===== src/rtl/jdc_pkg.sv =====
package jdc_pkg;

  localparam int MAX_STAGES = 16;

  // Number of places where two neighbouring stages differ (linear chain).
  function automatic int boundary_count(input logic [MAX_STAGES-1:0] s, input int n);
    int c;
    c = 0;
    for (int i = 1; i < MAX_STAGES; i++) begin
      if (i < n && s[i] != s[i-1]) c++;
    end
    return c;
  endfunction

  // A ring value is on the counting cycle when it has at most one boundary.
  function automatic logic ring_ok(input logic [MAX_STAGES-1:0] s, input int n);
    return boundary_count(s, n) <= 1;
  endfunction

endpackage


===== src/rtl/jdc_ring.sv =====
module jdc_ring #(
  parameter int STAGES = 5
) (
  input  logic              clk,
  input  logic              rst,
  input  logic              en,
  input  logic              load,
  input  logic [STAGES-1:0] load_val,
  output logic [STAGES-1:0] q,
  output logic              legal
);
  import jdc_pkg::*;

  logic [MAX_STAGES-1:0] padded;
  logic [STAGES-1:0]     twist_next;
  logic [STAGES-1:0]     step_next;

  always_comb begin
    padded = '0;
    padded[STAGES-1:0] = q;
    legal = ring_ok(padded, STAGES);
    twist_next = {q[STAGES-2:0], ~q[STAGES-1]};
    step_next  = legal ? twist_next : '0;
  end

  always_ff @(posedge clk) begin
    if (rst)       q <= '0;
    else if (load) q <= load_val;
    else if (en)   q <= step_next;
  end

endmodule


===== src/rtl/jdc_decode.sv =====
module jdc_decode #(
  parameter int STAGES = 5,
  localparam int DIGITS = 2 * STAGES
) (
  input  logic [STAGES-1:0] q,
  output logic [DIGITS-1:0] digit
);
  assign digit[0]      = ~q[0] & ~q[STAGES-1];
  assign digit[STAGES] =  q[0] &  q[STAGES-1];

  for (genvar k = 1; k < STAGES; k++) begin : g_pair
    assign digit[k]        =  q[k-1] & ~q[k];
    assign digit[STAGES+k] = ~q[k-1] &  q[k];
  end

endmodule


===== src/rtl/jdc_counter.sv =====
module jdc_counter #(
  parameter int STAGES = 5,
  localparam int DIGITS = 2 * STAGES
) (
  input  logic              clk,
  input  logic              rst,
  input  logic              en,
  input  logic              load,
  input  logic [STAGES-1:0] load_val,
  output logic [STAGES-1:0] stage,
  output logic [DIGITS-1:0] digit,
  output logic              carry
);
  logic ring_legal;

  jdc_ring #(.STAGES(STAGES)) u_ring (
    .clk(clk), .rst(rst), .en(en), .load(load), .load_val(load_val),
    .q(stage), .legal(ring_legal)
  );

  jdc_decode #(.STAGES(STAGES)) u_dec (
    .q(stage), .digit(digit)
  );

  assign carry = ~stage[STAGES-1];

endmodule


===== config.mk =====
export PLATFORM = sky130hd
export DESIGN_NAME = jdc_counter
export DESIGN_NICKNAME = d
export VERILOG_FILES = /design/src/rtl/jdc_pkg.sv /design/src/rtl/jdc_ring.sv /design/src/rtl/jdc_decode.sv /design/src/rtl/jdc_counter.sv
export SDC_FILE = /design/constraint.sdc
export NUM_CORES = 1
export LEC_CHECK = 0
export BUFFER_PORTS_ARGS = -buffer_cell sky130_fd_sc_hd__buf_4
export CORE_AREA = 3 3 42 44
export DETAILED_ROUTE_END_ITERATION = 7
export DIE_AREA = 0 0 45 47
export PLACE_DENSITY = 0.75
export SLEW_MARGIN = 20
export SYNTH_ARGS = -nofsm -noshare
export SYNTH_HDL_FRONTEND = slang
export SYNTH_HIERARCHICAL = 1
export SYNTH_SLANG_ARGS = --single-unit

===== constraint.sdc =====
create_clock -name clk -period 1.8 [get_ports clk]
set_clock_uncertainty 0.2 [all_clocks]
set_input_delay 0.36 -clock clk [delete_from_list [all_inputs] [get_ports clk]]
set_output_delay 0.36 -clock clk [all_outputs]
set_load 0.05 [all_outputs]

==> flow_summary.yaml, run 1 <==
critical_path:
  critPathRequiredTime_ns: 1.75
  cp_data_arrival_time_ns: 1.82
  slowest_stage: "dfxtp_4"
  endpoint_kind: "flip-flop"
  critPathBufInv: 1
  path_cells: "xor2_1 > ha_1 > buf_4 > nor2_1 > a32o_2 > o32ai_1"
  critPathKind: "flip-flop to flip-flop"
  crit_path_start_kind: "flip-flop"
  crit_path_max_incr_delay_ns: 0.35
  cp_top_family: "compound AO/OA/AOI/OAI gates"
  cp_max_fo: 5
timing:
  slew_headroom_pct: 74.37
  finalCriticalPeriod_ns: 1.872
  worstMarginPinSlew_ns: 0.3840
  rsz0062_at_grt: "true"
  slew_violations: 0
  max_freq_mhz: 534.1
  layout_worst_path_cycle_share_pct: 104.0
  setup_violations: 7
  worst_slack_ns: -0.07219
  finalHoldViolCount: 0
  tns_ns: -0.3377
global_routing:
  track_usage_pct: 12.57
  grt_max_degree: 15
  antenna_found_initial: 0
  overflow: 0
  grt_pass1_vias: 444
  grt_pass1_wl_microns: 1925
final_layout:
  n_antenna_cell: 0
  syn2layout_area_growth_pct: 55.72
  largest_reg_flops: 5
  fin_area_sq_um: 800.8
  biggestRegsByFlops: "u_ring/q (5)"
  final_nets: 104
  top_register: "u_ring/q"
  drive_gt1_share_pct: 52.69
floorplan:
  die-area_sq_um: 2115
  coreArea_sq_um: 1471
  die_w_microns: 45
  start_util_pct: 34.95
  dieHeight_microns: 47
  num_io_pins: 25
  num_rows: 14
clock_tree:
  cts_root_buf: "clkbuf_4"
  cts_buffers: 3
  cts.reportedPaths.clkPinSlew_ns: 0.04
  cts_tree: "done"
  clkLatencyLatePin_ns: 0.25
  cts_hold_buf: 0
  ctsHtreeMaxLevel: 1
  cts.sinks: 5
  cts_buffer_depth: 2
placed_design:
  placed_cell_area_sq_um: 744.5
  globalplace.congestion: 0.7842
  hpwl_microns: 984.7
  io_buffers: 24
routing:
  wl_microns: 1358
  drt-pass1-iter-count: 4
  drt_iter0_drc: 8
  wl_per_cell_microns: 12.46
  drc: 0
  via_per_inst: 5.138
  ant_nets: 0
  route.vias.total: 560
outcome:
  status: "finished, violations left"
  violations: "negative setup slack"
power:
  p_clk_share_pct: 23.6
  p_sw_uw: 244.0
  switching_share_pct: 42.83
  p_int_uw: 325.8
  leakage_uw: 0.0003645
  peakVddDrop_mv: 0.3516
  powerDensity_nw_per_um2: 711.6
  seqPwrFrac_pct: 23.1
  combPwrFrac_pct: 53.3
yosys:
  syn_area_sq_um: 514.2
  synthCells: 63
  syn-num-nets: 73
  yosysWarnings: 6
  syn_area_per_cell_sq_um: 8.163
min_path:
  hp-class: "input pin to flip-flop"
job:
  drv_cap: 0
layout by cell type, fill, tap and decap left out, types with 2 or more instances in the layout:
cell and n:
buf_4 31, and2b_2 2, a21oi_1 5, nand2_1 4, dfxtp_1 2, mux2i_1 2, dfxtp_4 3, nor2b_2 2
xor2_1 3, nor2_1 3, clkbuf_4 3, nor2b_1 4, o32ai_2 2, nor3b_1 6, o32ai_1 3, inv_1 2
nand2b_1 4
power by group through the flow:
stage,registers (uW),clock network (uW),logic [uW]
after floorplan,159,0,177
after global placement,132,0,283
after detailed placement,132,0,287
after CTS,131,139,289
after global routing,133,153,321
final,132,135,304
worst reg2reg max path, stage by stage, from the launching register on:
cell and delay [ns]:
dfxtp_4 0.35, xor2_1 0.16, ha_1 0.33, buf_4 0.13
nor2_1 0.04, a32o_2 0.29, o32ai_1 0.28
through the flow:
| step | hold slack, ns | setup WS [ns] | std cells | util [%] | power, uW |
|---|---|---|---|---|---|
| after floorplan | 0.2485 | -0.1904 | 63 | - | 336.6 |
| after global placement | 0.3912 | -0.05256 | 105 | 50.60 | 415.1 |
| after detailed placement | 0.3896 | -0.07888 | 105 | 50.60 | 419.2 |
| after CTS | 0.1368 | -0.06682 | 109 | 52.89 | 559.2 |
| after global routing | 0.1367 | -0.1265 | 109 | 54.42 | 607.6 |
| final | 0.1484 | -0.07219 | 109 | 54.42 | 569.8 |
final timing paths:
kind                             startpoint          end  slack (ns)  depth (start not counted)
worst max-delay path            u_ring/q[1]  u_ring/q[4]       -0.07                          6
worst min-delay path                    rst  u_ring/q[0]        0.15                          2
worst max register to register  u_ring/q[1]  u_ring/q[4]       -0.07                          6
worst min register to register  u_ring/q[3]  u_ring/q[4]        0.44                          2
layer usage:
metal / vias to the layer above / part of all wire, % / GRT usage [%]
met3: 2 / 1.4 / 2.299
met2: 9 / 51 / 17.80
met5: - / 0 / 0
met1: 262 / 46 / 17.08
met4: 0 / 1.8 / 8.772
li1: 287 / - / -
layout make-up:
type                            instances  area [sq um]
Clock buffer                            4         26.28
Fill cell                             142         670.6
Sequential cell                         5         111.4
Timing Repair Buffer                   31         232.7
Inverter                                2         7.507
Multi-Input combinational cell         51         402.9
Tap cell                               16         20.02
timing repair:
item                       CTS  global route
pin swaps                    1             1
setup buffers                0             0
setup endpoints to repair    7            10
resized for setup            1             3
No activity file was read; power rests on OpenSTA's default activity.
==> inputs of run 2 (changes only) <==
--- a/config.mk
+++ b/config.mk
@@ -5,10 +5,11 @@
 export SDC_FILE = /design/constraint.sdc
 export NUM_CORES = 1
 export LEC_CHECK = 0
-export BUFFER_PORTS_ARGS = -buffer_cell sky130_fd_sc_hd__buf_4
-export CORE_AREA = 3 3 42 44
+export ABC_AREA = 1
+export BUFFER_PORTS_ARGS = -buffer_cell sky130_fd_sc_hd__buf_2
+export CORE_AREA = 3 3 41 43
 export DETAILED_ROUTE_END_ITERATION = 7
-export DIE_AREA = 0 0 45 47
+export DIE_AREA = 0 0 44 46
 export PLACE_DENSITY = 0.75
 export SLEW_MARGIN = 20
 export SYNTH_ARGS = -nofsm -noshare
==> flow_summary.yaml, run 2 <==
global_routing:
  track_usage_pct: 13.55
  antenna_found_initial: 0
  grt_pass1_vias: 535
  grt_pass1_wl_microns: 2097
  grt_max_degree: 12
  overflow: 0
yosys:
  yosysWarnings: 6
  syn_area_per_cell_sq_um: 5.963
  syn_area_sq_um: 483.0
  synthCells: 81
  syn-num-nets: 91
floorplan:
  start_util_pct: 36.21
  die-area_sq_um: 2024
  num_rows: 13
  dieHeight_microns: 46
  num_io_pins: 25
  coreArea_sq_um: 1334
  die_w_microns: 44
clock_tree:
  cts_tree: "done"
  cts_hold_buf: 0
  ctsHtreeMaxLevel: 1
  cts_root_buf: "clkbuf_4"
  cts.reportedPaths.clkPinSlew_ns: 0.04
  clkLatencyLatePin_ns: 0.24
  cts_buffers: 3
  cts_buffer_depth: 2
  cts.sinks: 5
timing:
  worstMarginPinSlew_ns: 0.3588
  max_freq_mhz: 544.3
  setup_violations: 4
  finalCriticalPeriod_ns: 1.837
  worst_slack_ns: -0.03730
  finalHoldViolCount: 0
  rsz0062_at_grt: "true"
  layout_worst_path_cycle_share_pct: 102.1
  slew_headroom_pct: 75.99
  slew_violations: 0
final_layout:
  syn2layout_area_growth_pct: 57.51
  drive_gt1_share_pct: 56.03
  fin_area_sq_um: 760.7
  final_cell_mix: "buf_2, nand2_1, inv_1"
  largest_reg_flops: 5
  n_antenna_cell: 0
  final_common_cell: "buf_2"
  final_util_pct: 57.04
  nFillCells: 130
  top_register: "u_ring/q"
  layout.area.seq_sq_um: 113.9
  final_nets: 127
  multi_input_area_sq_um: 359.1
  biggestRegsByFlops: "u_ring/q (5)"
power:
  powerDensity_nw_per_um2: 701.4
  peakVddDrop_mv: 0.4029
  leakage_uw: 0.0004081
placed_design:
  io_buffers: 24
  globalplace.congestion: 0.8011
  hpwl_microns: 1047
  placed_cell_area_sq_um: 689.4
critical_path:
  regToRegSetupSlack_ns: -0.04
  crit_path_start_kind: "flip-flop"
  critPathRequiredTime_ns: 1.76
  r2r_end: "u_ring/q[4]"
  endpoint_kind: "flip-flop"
  cp_max_fo: 5
  critPathKind: "flip-flop to flip-flop"
  ff2ff_path_depth: 12
  crit-reg2reg-launch: "u_ring/q[2]"
  cp_data_arrival_time_ns: 1.80
min_path:
  hp-class: "input pin to flip-flop"
  whs_path_depth: 2
  hold_start: "rst"
  hold_end: "u_ring/q[3]"
routing:
  route.vias.total: 642
  via_per_inst: 4.901
  drc: 0
  drt_iter0_drc: 19
  drt-pass1-iter-count: 4
  wl_per_cell_microns: 10.69
  ant_nets: 0
  wl_microns: 1400
job:
  drv_cap: 0
outcome:
  violations: "negative setup slack"
  status: "finished, violations left"
-- run 2: how the worst max path moves through the flow --
stage / slack, ns / depth (start not counted) / from / end
after CTS: -0.04 / 12 / u_ring/q[1] / u_ring/q[4]
after floorplan: -0.03 / 12 / u_ring/q[2] / u_ring/q[4]
final: -0.04 / 12 / u_ring/q[2] / u_ring/q[4]
after global routing: -0.12 / 12 / u_ring/q[2] / u_ring/q[0]
after detailed placement: -0.03 / 12 / u_ring/q[1] / u_ring/q[2]
after global placement: -0.02 / 12 / u_ring/q[1] / u_ring/q[4]
-- run 2: report_power, final --
part	switching [uW]	leakage, uW	internal [uW]
Combinational	186	0.000349	89.6
Clock	42.8	0.0000150	83.6
Sequential	13.3	0.0000440	118
-- run 2: layer usage --
metal	share of wire, %	GRT usage (%)	routed length (microns)	vias to the layer above
met5	0	0	0	-
met4	0.57	3.012	8	0
met3	7.4	4.743	103	2
met2	48	22.09	667	23
met1	44	17.10	620	285
li1	-	-	-	332
-- run 2: area by class of cell --
class	instances	area share [%]
sequential	5	14.97
inverter	16	8.224
timing repair buffer	32	23.68
clock buffer	4	3.454
tap	15	2.467
multi-input combinational	59	47.20
-- run 2: what timing repair did --
action	CTS	global route
gates cloned	0	0
pin swaps	0	2
buffers inserted	0	3
endpoints found under the setup margin	4	5
gates resized for setup	0	8
-- run 2: critical path, stage by stage (launching register included) --
cell	delay, ns
dfxtp_4	0.35
inv_2	0.07
nand2_2	0.05
nand2_2	0.07
inv_2	0.05
ha_4	0.24
inv_2	0.05
nand3_2	0.07
nand2_2	0.09
nand2_2	0.06
a21oi_4	0.19
nand3_1	0.10
a21oi_1	0.16
-- run 2: metrics by stage --
step | hold slack [ns] | total power (uW) | setup WS [ns] | cells | setup TNS, ns
2_1_floorplan | 0.2194 | 330.3 | -0.02726 | 81 | -0.07113
3_3_place_gp | 0.3738 | 388.0 | -0.01501 | 124 | -0.01501
3_5_place_dp | 0.3862 | 392.9 | -0.02748 | 124 | -0.04152
4_1_cts | 0.1363 | 521.9 | -0.04008 | 128 | -0.09310
5_1_grt | 0.1702 | 566.1 | -0.1197 | 131 | -0.4789
6_report | 0.1578 | 533.6 | -0.03730 | 131 | -0.09984
==> inputs of run 3 (changes only) <==
--- a/config.mk
+++ b/config.mk
@@ -6,11 +6,13 @@
 export NUM_CORES = 1
 export LEC_CHECK = 0
 export ABC_AREA = 1
-export BUFFER_PORTS_ARGS = -buffer_cell sky130_fd_sc_hd__buf_2
+export BUFFER_PORTS_ARGS = -buffer_cell sky130_fd_sc_hd__buf_4
 export CORE_AREA = 3 3 41 43
+export CTS_CLUSTER_SIZE = 28
 export DETAILED_ROUTE_END_ITERATION = 7
 export DIE_AREA = 0 0 44 46
 export PLACE_DENSITY = 0.75
+export SETUP_SLACK_MARGIN = 0.5
 export SLEW_MARGIN = 20
 export SYNTH_ARGS = -nofsm -noshare
 export SYNTH_HDL_FRONTEND = slang
==> flow_summary.yaml, run 3 (synthesis results as in run 2) <==
floorplan:
  die_w_microns: 44
  coreArea_sq_um: 1334
  num_rows: 13
  die-area_sq_um: 2024
  dieHeight_microns: 46
  start_util_pct: 36.21
  num_io_pins: 25
job:
  drv_cap: 0
power:
  combPwrFrac_pct: 60.1
  p_clk_share_pct: 19.7
  p_total_uw: 660.7
  powerDensity_nw_per_um2: 595.3
  peakVddDrop_mv: 0.4924
  seqPwrFrac_pct: 20.2
  switching_share_pct: 44.27
  p_int_uw: 368.2
  leakage_uw: 0.0005066
  p_sw_uw: 292.5
final_layout:
  largest_reg_flops: 5
  final_util_pct: 83.21
  biggestRegsByFlops: "u_ring/q (5)"
  nFillCells: 71
  final_common_cell: "buf_4"
  drive_gt1_share_pct: 70.97
  top_register: "u_ring/q"
  final_cell_mix: "buf_4, buf_8, nand2_1"
  final_nets: 135
  n_antenna_cell: 0
  layout.area.seq_sq_um: 118.9
  syn2layout_area_growth_pct: 129.8
  multi_input_area_sq_um: 444.2
clock_tree:
  clkLatencyLatePin_ns: 0.24
  cts_root_buf: "clkbuf_4"
  ctsHtreeMaxLevel: 1
  cts.sinks: 5
  cts.reportedPaths.clkPinSlew_ns: 0.04
  cts_hold_buf: 0
  cts_buffer_depth: 2
  cts_tree: "done"
  cts_buffers: 3
timing:
  worstMarginPinSlew_ns: 0.3365
  rsz0062_at_grt: "true"
  max_freq_mhz: 536.0
  slew_headroom_pct: 77.48
  finalCriticalPeriod_ns: 1.866
  finalHoldViolCount: 0
  holdWs_ns: 0.1100
  tns_ns: -0.2765
  setup_violations: 5
  slew_violations: 0
  layout_worst_path_cycle_share_pct: 103.6
  worst_slack_ns: -0.06565
critical_path:
  critPathBufInv: 3
  endpoint_kind: "flip-flop"
  path_cells: "inv_4 > nand2_1 > nand2_1 > inv_2 > ha_4 > inv_2 > nand3_2 > nand2_4 > nand2_4 > a21oi_4 > nand3_1 > a21oi_1"
  r2r_end: "u_ring/q[2]"
  crit_path_max_incr_delay_ns: 0.35
  regToRegSetupSlack_ns: -0.07
  cp_top_family: "simple AND/OR/NAND/NOR gates"
  cp_max_fo: 5
  cp_data_arrival_time_ns: 1.84
  slowest_stage: "dfxtp_4"
  critPathKind: "flip-flop to flip-flop"
  crit-reg2reg-launch: "u_ring/q[1]"
  ff2ff_path_depth: 12
  critPathRequiredTime_ns: 1.77
  crit_path_start_kind: "flip-flop"
global_routing:
  overflow: 0
  antenna_found_initial: 0
  grt_max_degree: 12
  grt_pass1_vias: 642
  grt_pass1_wl_microns: 2684
  track_usage_pct: 18.19
routing:
  ant_nets: 0
  wl_microns: 1936
  via_per_inst: 5.223
  route.vias.total: 726
  wl_per_cell_microns: 13.93
  drt-pass1-iter-count: 4
  drt_iter0_drc: 8
  drc: 0
min_path:
  whs_path_depth: 2
  hold_end: "u_ring/q[0]"
  hold_start: "rst"
  hp-class: "input pin to flip-flop"
placed_design:
  io_buffers: 24
  globalplace.congestion: 0.8636
  hpwl_microns: 1098
outcome:
  violations: "negative setup slack"
  status: "finished, violations left"
run 3: final cells by class:
class                   instances  share of cell area, %
clock buffers                   4                  2.368
flip-flops and latches          5                  10.71
multi-input cells              59                  40.02
repair buffers                 40                  38.33
inverters                      16                  6.877
well taps                      15                  1.691
run 3: what timing repair did:
action / 4_1_cts / 5_1_grt
resized for setup: 45 / 23
buffers inserted: 8 / 4
endpoints found under the setup margin: 21 / 21
pin swaps: 11 / 5
run 3: through the flow:
step / std cells / area [sq um] / setup slack [ns]
after floorplan: 81 / 538.0 / -0.02566
after global placement: 123 / 763.2 / 0.03899
after detailed placement: 123 / 763.2 / 0.005763
after CTS: 135 / 992.2 / -0.01977
after global routing: 139 / 1110 / -0.1689
final: 139 / 1110 / -0.06565
run 3: worst max-delay path by stage:
stage | start | to | slack (ns) | cells past startpoint
global route | u_ring/q[1] | u_ring/q[3] | -0.17 | 12
global placement | u_ring/q[1] | u_ring/q[3] | 0.04 | 12
floorplan | u_ring/q[2] | u_ring/q[3] | -0.03 | 12
finish | u_ring/q[1] | u_ring/q[2] | -0.07 | 12
CTS | u_ring/q[1] | u_ring/q[2] | -0.02 | 11
detailed placement | u_ring/q[1] | u_ring/q[3] | 0.006 | 12
run 3: power groups by stage:
stage,sequential (uW),combinational [uW],clock (uW)
after floorplan,160,173,0
after global placement,131,276,0
after detailed placement,131,281,0
after CTS,132,343,135
after global routing,135,423,141
final,133,397,130
run 3: worst reg2reg max path: stages, from the launching register on:
cell     delay (ns)
dfxtp_4        0.35
inv_4          0.06
nand2_1        0.05
nand2_1        0.11
inv_2          0.06
ha_4           0.23
inv_2          0.05
nand3_2        0.09
nand2_4        0.10
nand2_4        0.05
a21oi_4        0.20
nand3_1        0.12
a21oi_1        0.13
run 3: per-layer routing:
metal	wire [microns]	vias up	GRT usage, %
li1	-	346	-
met1	729	347	20.09
met2	1060	27	34.30
met3	103	6	6.324
met4	42	0	1.807
met5	0	-	0
